<file path="src/rtl/rdc_pkg.sv">
`timescale 1ns/1ps
package rdc_pkg;
  // which operands feed the adder this cycle
  typedef enum logic [2:0] {
    ISS_NONE,
    ISS_RES_IN,   // adder result + incoming value
    ISS_RES_BUF,  // adder result + stored value
    ISS_IN_BUF,   // incoming value + stored value
    ISS_BUF_BUF   // two stored values
  } iss_src_e;

  // which finished value goes to the output register
  typedef enum logic [1:0] {
    EM_NONE,
    EM_RES,
    EM_IN,
    EM_BUF
  } emit_src_e;
endpackage

</file>
<file path="src/rtl/rdc_add_pipe.sv">
`timescale 1ns/1ps
module rdc_add_pipe #(
  parameter int W      = 16,
  parameter int SW     = 4,
  parameter int STAGES = 4
) (
  input  logic          clk,
  input  logic          rst_n,
  input  logic          in_v,
  input  logic [W-1:0]  in_a,
  input  logic [W-1:0]  in_b,
  input  logic [SW-1:0] in_set,
  output logic          out_v,
  output logic [W-1:0]  out_sum,
  output logic [SW-1:0] out_set
);
  logic          v_q   [STAGES];
  logic [W-1:0]  sum_q [STAGES];
  logic [SW-1:0] tag_q [STAGES];

  generate
    for (genvar g = 0; g < STAGES; g++) begin : g_stage
      if (g == 0) begin : g_head
        always_ff @(posedge clk or negedge rst_n) begin
          if (!rst_n) v_q[0] <= 1'b0;
          else        v_q[0] <= in_v;
        end
        always_ff @(posedge clk) begin
          if (in_v) begin
            sum_q[0] <= in_a + in_b;
            tag_q[0] <= in_set;
          end
        end
      end else begin : g_body
        always_ff @(posedge clk or negedge rst_n) begin
          if (!rst_n) v_q[g] <= 1'b0;
          else        v_q[g] <= v_q[g-1];
        end
        always_ff @(posedge clk) begin
          if (v_q[g-1]) begin
            sum_q[g] <= sum_q[g-1];
            tag_q[g] <= tag_q[g-1];
          end
        end
      end
    end
  endgenerate

  assign out_v   = v_q[STAGES-1];
  assign out_sum = sum_q[STAGES-1];
  assign out_set = tag_q[STAGES-1];
endmodule

</file>
<file path="src/rtl/rdc_store.sv">
`timescale 1ns/1ps
module rdc_store #(
  parameter int W     = 16,
  parameter int SW    = 4,
  parameter int DEPTH = 16
) (
  input  logic                       clk,
  input  logic                       rst_n,
  input  logic [DEPTH-1:0]           clr,
  input  logic                       p0_v,
  input  logic [W-1:0]               p0_val,
  input  logic [SW-1:0]              p0_set,
  input  logic                       p1_v,
  input  logic [W-1:0]               p1_val,
  input  logic [SW-1:0]              p1_set,
  output logic [DEPTH-1:0]           ent_v,
  output logic [DEPTH-1:0][W-1:0]    ent_val,
  output logic [DEPTH-1:0][SW-1:0]   ent_set,
  output logic                       ovf
);
  localparam int IW = (DEPTH > 1) ? $clog2(DEPTH) : 1;

  logic [IW-1:0]    f0, f1;
  logic             has0, has1;
  logic [DEPTH-1:0] v_n;
  logic             w0, w1;

  // two lowest free slots of the current occupancy
  always_comb begin
    has0 = 1'b0;
    has1 = 1'b0;
    f0   = '0;
    f1   = '0;
    for (int j = 0; j < DEPTH; j++) begin
      if (!ent_v[j]) begin
        if (!has0) begin
          has0 = 1'b1;
          f0   = IW'(j);
        end else if (!has1) begin
          has1 = 1'b1;
          f1   = IW'(j);
        end
      end
    end
  end

  always_comb begin
    w0  = p0_v && has0;
    w1  = p1_v && has1;
    ovf = (p0_v && !has0) || (p1_v && !has1);
    v_n = ent_v & ~clr;
    if (w0) v_n[f0] = 1'b1;
    if (w1) v_n[f1] = 1'b1;
  end

  always_ff @(posedge clk or negedge rst_n) begin
    if (!rst_n) ent_v <= '0;
    else        ent_v <= v_n;
  end

  always_ff @(posedge clk) begin
    for (int j = 0; j < DEPTH; j++) begin
      if (w0 && (f0 == IW'(j))) begin
        ent_val[j] <= p0_val;
        ent_set[j] <= p0_set;
      end else if (w1 && (f1 == IW'(j))) begin
        ent_val[j] <= p1_val;
        ent_set[j] <= p1_set;
      end
    end
  end
endmodule

</file>
<file path="src/rtl/rdc_set_table.sv">
`timescale 1ns/1ps
module rdc_set_table #(
  parameter int SW = 4,
  parameter int CW = 6
) (
  input  logic                           clk,
  input  logic                           rst_n,
  input  logic                           inc_v,
  input  logic [SW-1:0]                  inc_set,
  input  logic                           inc_last,
  input  logic                           dec_v,
  input  logic [SW-1:0]                  dec_set,
  input  logic                           emit_v,
  input  logic [SW-1:0]                  emit_set,
  output logic [(1<<SW)-1:0][CW-1:0]     cnt_vec,
  output logic [(1<<SW)-1:0]             done_vec
);
  localparam int NSET = 1 << SW;

  generate
    for (genvar g = 0; g < NSET; g++) begin : g_tag
      logic          hit_in, hit_dec, hit_em;
      logic [CW-1:0] cnt_n;
      logic          done_n;

      always_comb begin
        hit_in  = inc_v  && (inc_set  == SW'(g));
        hit_dec = dec_v  && (dec_set  == SW'(g));
        hit_em  = emit_v && (emit_set == SW'(g));
        cnt_n   = cnt_vec[g] + CW'(hit_in) - CW'(hit_dec) - CW'(hit_em);
        done_n  = (done_vec[g] | (hit_in & inc_last)) & ~hit_em;
      end

      always_ff @(posedge clk or negedge rst_n) begin
        if (!rst_n) begin
          cnt_vec[g]  <= '0;
          done_vec[g] <= 1'b0;
        end else begin
          cnt_vec[g]  <= cnt_n;
          done_vec[g] <= done_n;
        end
      end
    end
  endgenerate
endmodule

</file>
<file path="src/rtl/rdc_reducer.sv">
`timescale 1ns/1ps
module rdc_reducer
  import rdc_pkg::*;
#(
  parameter int W     = 16,
  parameter int SW    = 4,
  parameter int ALPHA = 4,
  parameter int DEPTH = 16
) (
  input  logic          clk,
  input  logic          rst_n,
  input  logic          in_valid,
  input  logic [W-1:0]  in_value,
  input  logic [SW-1:0] in_set,
  input  logic          in_last,
  output logic          out_valid,
  output logic [W-1:0]  out_value,
  output logic [SW-1:0] out_set
);
  localparam int NSET = 1 << SW;
  localparam int IW   = (DEPTH > 1) ? $clog2(DEPTH) : 1;
  localparam int CW   = $clog2(DEPTH + ALPHA + 2) + 1;

  // reset: asserted asynchronously, released on the clock
  logic rs_q1, rs_q2, rst_i_n;
  always_ff @(posedge clk or negedge rst_n) begin
    if (!rst_n) begin
      rs_q1 <= 1'b0;
      rs_q2 <= 1'b0;
    end else begin
      rs_q1 <= 1'b1;
      rs_q2 <= rs_q1;
    end
  end
  assign rst_i_n = rs_q2;

  // adder pipeline
  logic          iss_v;
  logic [W-1:0]  iss_a, iss_b;
  logic [SW-1:0] iss_set;
  logic          res_v;
  logic [W-1:0]  res_val;
  logic [SW-1:0] res_set;

  rdc_add_pipe #(.W(W), .SW(SW), .STAGES(ALPHA)) u_add (
    .clk(clk), .rst_n(rst_i_n),
    .in_v(iss_v), .in_a(iss_a), .in_b(iss_b), .in_set(iss_set),
    .out_v(res_v), .out_sum(res_val), .out_set(res_set)
  );

  // pending store
  logic [DEPTH-1:0]         st_clr;
  logic                     p0_v, p1_v;
  logic [W-1:0]             p0_val, p1_val;
  logic [SW-1:0]            p0_set, p1_set;
  logic [DEPTH-1:0]         ent_v;
  logic [DEPTH-1:0][W-1:0]  ent_val;
  logic [DEPTH-1:0][SW-1:0] ent_set;
  logic                     st_ovf;

  rdc_store #(.W(W), .SW(SW), .DEPTH(DEPTH)) u_store (
    .clk(clk), .rst_n(rst_i_n), .clr(st_clr),
    .p0_v(p0_v), .p0_val(p0_val), .p0_set(p0_set),
    .p1_v(p1_v), .p1_val(p1_val), .p1_set(p1_set),
    .ent_v(ent_v), .ent_val(ent_val), .ent_set(ent_set), .ovf(st_ovf)
  );

  // per-tag live count and final-seen flag
  emit_src_e               em;
  logic                    em_v;
  logic [SW-1:0]           em_set;
  logic [W-1:0]            em_val;
  logic [NSET-1:0][CW-1:0] cnt_vec;
  logic [NSET-1:0]         done_vec;

  rdc_set_table #(.SW(SW), .CW(CW)) u_tab (
    .clk(clk), .rst_n(rst_i_n),
    .inc_v(in_valid), .inc_set(in_set), .inc_last(in_last),
    .dec_v(iss_v), .dec_set(iss_set),
    .emit_v(em_v), .emit_set(em_set),
    .cnt_vec(cnt_vec), .done_vec(done_vec)
  );

  // classification of the candidates
  logic             r_done_eff, r_fin, i_fin, r_cand, i_cand;
  logic [CW:0]      r_cnt_eff;
  logic [DEPTH-1:0] b_fin, rm, im;
  logic             any_bf, any_rm, any_im, bb_found;
  logic [IW-1:0]    bf_idx, rm_idx, im_idx, bb_j, bb_k;

  always_comb begin
    r_done_eff = done_vec[res_set] | (in_valid & in_last & (in_set == res_set));
    r_cnt_eff  = {1'b0, cnt_vec[res_set]} + (CW+1)'(in_valid && (in_set == res_set));
    r_fin      = res_v & r_done_eff & (r_cnt_eff == (CW+1)'(1));
    i_fin      = in_valid & in_last & (cnt_vec[in_set] == '0);
    r_cand     = res_v & ~r_fin;
    i_cand     = in_valid & ~i_fin;
    for (int j = 0; j < DEPTH; j++) begin
      b_fin[j] = ent_v[j] & done_vec[ent_set[j]] & (cnt_vec[ent_set[j]] == CW'(1));
      rm[j]    = ent_v[j] & ~b_fin[j] & (ent_set[j] == res_set);
      im[j]    = ent_v[j] & ~b_fin[j] & (ent_set[j] == in_set);
    end
    any_bf = |b_fin;
    any_rm = |rm;
    any_im = |im;
    bf_idx = '0;
    rm_idx = '0;
    im_idx = '0;
    for (int j = DEPTH - 1; j >= 0; j--) begin
      if (b_fin[j]) bf_idx = IW'(j);
      if (rm[j])    rm_idx = IW'(j);
      if (im[j])    im_idx = IW'(j);
    end
  end

  // lowest pair of stored values sharing a tag
  always_comb begin
    bb_found = 1'b0;
    bb_j     = '0;
    bb_k     = '0;
    for (int j = 0; j < DEPTH; j++) begin
      for (int k = j + 1; k < DEPTH; k++) begin
        if (!bb_found && ent_v[j] && ent_v[k] && !b_fin[j] && !b_fin[k] &&
            (ent_set[j] == ent_set[k])) begin
          bb_found = 1'b1;
          bb_j     = IW'(j);
          bb_k     = IW'(k);
        end
      end
    end
  end

  // issue, emit and push decisions
  iss_src_e iss;
  logic     r_push, i_push;

  always_comb begin
    if (r_cand && i_cand && (res_set == in_set)) iss = ISS_RES_IN;
    else if (r_cand && any_rm)                   iss = ISS_RES_BUF;
    else if (i_cand && any_im)                   iss = ISS_IN_BUF;
    else if (bb_found)                           iss = ISS_BUF_BUF;
    else                                         iss = ISS_NONE;

    if (r_fin)       em = EM_RES;
    else if (i_fin)  em = EM_IN;
    else if (any_bf) em = EM_BUF;
    else             em = EM_NONE;
    em_v = (em != EM_NONE);

    unique case (em)
      EM_RES:  begin em_set = res_set;          em_val = res_val;          end
      EM_IN:   begin em_set = in_set;           em_val = in_value;         end
      EM_BUF:  begin em_set = ent_set[bf_idx];  em_val = ent_val[bf_idx];  end
      default: begin em_set = '0;               em_val = '0;               end
    endcase

    iss_v   = (iss != ISS_NONE);
    iss_a   = '0;
    iss_b   = '0;
    iss_set = '0;
    st_clr  = '0;
    unique case (iss)
      ISS_RES_IN:  begin iss_a = res_val;  iss_b = in_value;        iss_set = res_set; end
      ISS_RES_BUF: begin iss_a = res_val;  iss_b = ent_val[rm_idx]; iss_set = res_set;
                         st_clr[rm_idx] = 1'b1; end
      ISS_IN_BUF:  begin iss_a = in_value; iss_b = ent_val[im_idx]; iss_set = in_set;
                         st_clr[im_idx] = 1'b1; end
      ISS_BUF_BUF: begin iss_a = ent_val[bb_j]; iss_b = ent_val[bb_k]; iss_set = ent_set[bb_j];
                         st_clr[bb_j] = 1'b1; st_clr[bb_k] = 1'b1; end
      default: ;
    endcase
    if (em == EM_BUF) st_clr[bf_idx] = 1'b1;

    r_push = r_cand && (iss != ISS_RES_IN) && (iss != ISS_RES_BUF);
    i_push = (i_cand && (iss != ISS_RES_IN) && (iss != ISS_IN_BUF)) ||
             (i_fin && (em != EM_IN));

    p0_v   = r_push | i_push;
    p0_val = r_push ? res_val : in_value;
    p0_set = r_push ? res_set : in_set;
    p1_v   = r_push & i_push;
    p1_val = in_value;
    p1_set = in_set;
  end

  // output register
  always_ff @(posedge clk or negedge rst_i_n) begin
    if (!rst_i_n) out_valid <= 1'b0;
    else          out_valid <= em_v;
  end

  always_ff @(posedge clk) begin
    if (em_v) begin
      out_value <= em_val;
      out_set   <= em_set;
    end
  end
endmodule

</file>
<file path="config.mk">
export PLATFORM = sky130hd
export DESIGN_NAME = rdc_reducer
export DESIGN_NICKNAME = d
export VERILOG_FILES = /design/src/rtl/rdc_pkg.sv /design/src/rtl/rdc_add_pipe.sv /design/src/rtl/rdc_store.sv /design/src/rtl/rdc_set_table.sv /design/src/rtl/rdc_reducer.sv
export SDC_FILE = /design/constraint.sdc
export NUM_CORES = 2
export LEC_CHECK = 0
export BUFFER_PORTS_ARGS = -buffer_cell sky130_fd_sc_hd__buf_2
export CAP_MARGIN = 10
export CORE_UTILIZATION = 45
export DETAILED_ROUTE_END_ITERATION = 8
export SLEW_MARGIN = 20
export SYNTH_ARGS = -nofsm -noshare
export SYNTH_HDL_FRONTEND = slang
export SYNTH_SLANG_ARGS = --single-unit
export TNS_END_PERCENT = 10
</file>
<file path="constraint.sdc">
create_clock -name clk -period 8.6 [get_ports clk]
set_input_delay 0.43 -clock clk [delete_from_list [all_inputs] [get_ports clk]]
set_output_delay 0.43 -clock clk [all_outputs]
set_load 0.05 [all_outputs]
</file>
==> results.cfg <==
[clock_tree]
root_buffer = clkbuf_16
clk_pin_slew_ns = 0.06
insertion_delay_ns = 0.71
cts_max_path_buffers = 3
cts.sinks = 555
numCtsBuffers = 69
cts_tree = yes
htreeDepth = 3

[timing]
timing.hold.ws_ns = 0.06805
hold_viol_final = 0
fin_crit_ns = 8.507
finalSetupViolations = 0
post-route-period-util_pct = 98.92
rsz0062_at_grt = true
drv_slew = 0
tightestPinTransition_ns = 1.167
max_slew_margin_pct = 22.03
fmax_mhz = 117.5
skew_ns = 0.04832
tns_ns = 0

[die]
pin_count = 45
die_w_um = 350.6
rows = 127
dieArea_um2 = 122900
dieHeight_um = 350.6
initial_core_util_pct = 45.51
core_area_um2 = 120100

[logic_synthesis]
syn-num-nets = 6944
yosysSeqAreaShare_pct = 29.25
synth-seq-cells = 555
async_flop_share_pct = 24.32
synth_top_cell_area_share_pct = 23.07
avgSynthCellArea_um2 = 8.076
synth-main-ff-cell = edfxtp_1
synth_commonest_cells = nand2_1 (1065), o21ai_0 (485), clkbuf_1 (427)
synth_area_um2 = 54670
yosys.area.top_type = edfxtp_1
syn_inst = 6770
synth_area_leaders = edfxtp_1 (23%), nand2_1 (7.3%), mux2i_1 (6.4%), dfrtp_1 (6.2%), xnor2_1 (5.8%)
synth-edff-count = 420
synth.most_common_cell = nand2_1
yosysWarningCount = 0
yosysUniqueCellTypes = 118

[worst_setup_path]
crit_buf_inv = 7
path_class = flop to flop
rr_startpoint = u_tab.cnt_vec[67]
path_delay_family = compound AO/OA/AOI/OAI gates
worst_path_largest_cell_delay_ns = 0.46
cp-startpoint = u_tab.cnt_vec[67]
crit_arrival_ns = 8.91
cp_max_fo = 9
end_kind = flop
worstPathRequired_ns = 9.01
cp-start-kind = flop
cp_common_cell = buf_4
cp_slowest_cell = or3b_4

[drt]
firstDrtPassIters = 9
drc = 1
drt_wl_total_mm = 309.0
avgViaCountPerCell = 6.760
antenna_left = 0
wire_per_inst_um = 34.06
vias = 61330
drt_iter0_markers = 9669

[placed_design]
place_inst = 8879
portBuffers = 44
place_congestion = 1.077
dp_hpwl_mm = 219.0

[finish]
drive_gt1_share_pct = 22.62
regArea_um2 = 16000
utilization_pct = 56.16
nets = 7568
areaGrowthSynthToFinish_pct = 23.39
instances_no_fill = 9072
fillCellCount = 11080
multi_input_area_um2 = 36860

[run]
cap_violations = 0

[global_route]
first_global_vias = 56680
antenna_found_initial = 18
grt_max_degree = 83
grt_usage_pct = 48.46
grt_pass1_wl_mm = 423.7
grt.overflow.total = 0

[min_path]
hold_path.class = primary input to asynchronous set/reset pin

[status]
violations = DRC
status = finished, violations left
placed cells by master, fill, tap and decap left out, drive strengths merged, types with 29 or more instances in the layout:
master,netlist,layout
dfrtp,135,135
nor3,128,128
a221o,36,36
nor4,146,146
mux4,30,30
inv,206,213
and3,68,68
edfxtp,420,420
or3,29,29
a21oi,369,369
ha,117,117
mux2i,348,348
mux2,74,74
a211oi,101,101
nand3b,29,29
fa,33,33
o211ai,37,37
nand4,126,126
nand2,1068,1068
nor2,343,343
a21o,52,52
xor2,334,334
and2,36,36
clkbuf,428,94
nand3,161,161
buf,204,1177
xnor2,360,360
o22ai,201,201
o21ai,494,494
nor2b,81,81
nand2b,40,41
a31oi,105,105
final timing paths:
check / to / cells past startpoint / slack (ns)
setup / recovery: u_add.sum_q[0][15] / 42 / 0.09
setup reg to reg: u_add.sum_q[0][15] / 42 / 0.09
max in group asynchronous: u_tab.cnt_vec[67] / 2 / 6.28
hold reg to reg: u_tab.cnt_vec[75] / 0 / 0.37
hold / removal: rs_q2 / 2 / 0.07
min in group clk: u_store.ent_set[40] / 3 / 0.28
logic make-up after synthesis:
| kind of cell | share of synthesized area, % |
|---|---|
| AOI/OAI and AO/OA | 19.63 |
| xor gates and xnor gates | 11.12 |
| adders and majority gates | 3.922 |
| buffers and inverters | 6.012 |
| DFF | 29.25 |
| muxes | 9.131 |
| other | 0.006859 |
| and+or+nand+nor | 20.93 |
layer usage:
layer	routed length (um)	GRT usage, %	vias up
met1	114700	61.33	29570
li1	-	-	25720
met4	24510	30.68	20
met5	113	0	-
met3	42780	15.94	1275
met2	126900	70.72	4738
registers in the layout, summed over array words and instances (netlist names):
name and flops:
out_set 4, out_valid 1, out_value 16, rs_q1 1
rs_q2 1, u_add.out_v 1, u_add.sum_q 64, u_add.tag_q 16
u_add.v_q 3, u_store.ent_set 64, u_store.ent_v 16, u_store.ent_val 256
u_tab.cnt_vec 96, u_tab.done_vec 16
layout make-up:
class	instances	share of cell area, %
multi-input cells	5377	54.64
flip-flops and latches	555	23.72
repair buffers	1184	14.15
well taps	1612	2.990
clock buffers	88	2.710
inverters	207	1.152
clock inverters	37	0.6028
diodes	12	0.04451
repair_timing:
action                     CTS  global route
gates resized for setup     82           146
hold buffers                 1             0
pin swaps                   23            89
gates cloned                 0             6
setup endpoints to repair   72            56
hold endpoints to repair     2             0
setup buffers               11            37
per-stage QoR:
step           setup slack (ns)  area (um^2)
2_1_floorplan           0.04804        54670
3_3_place_gp            -0.9737        63490
3_5_place_dp             -1.038        63550
4_1_cts              -0.0002505        66290
5_1_grt                -0.05993        67440
6_report                0.09276        67460
Power is not shown: default switching activity piles up to over one toggle a cycle in this logic, so the estimate is an artifact.
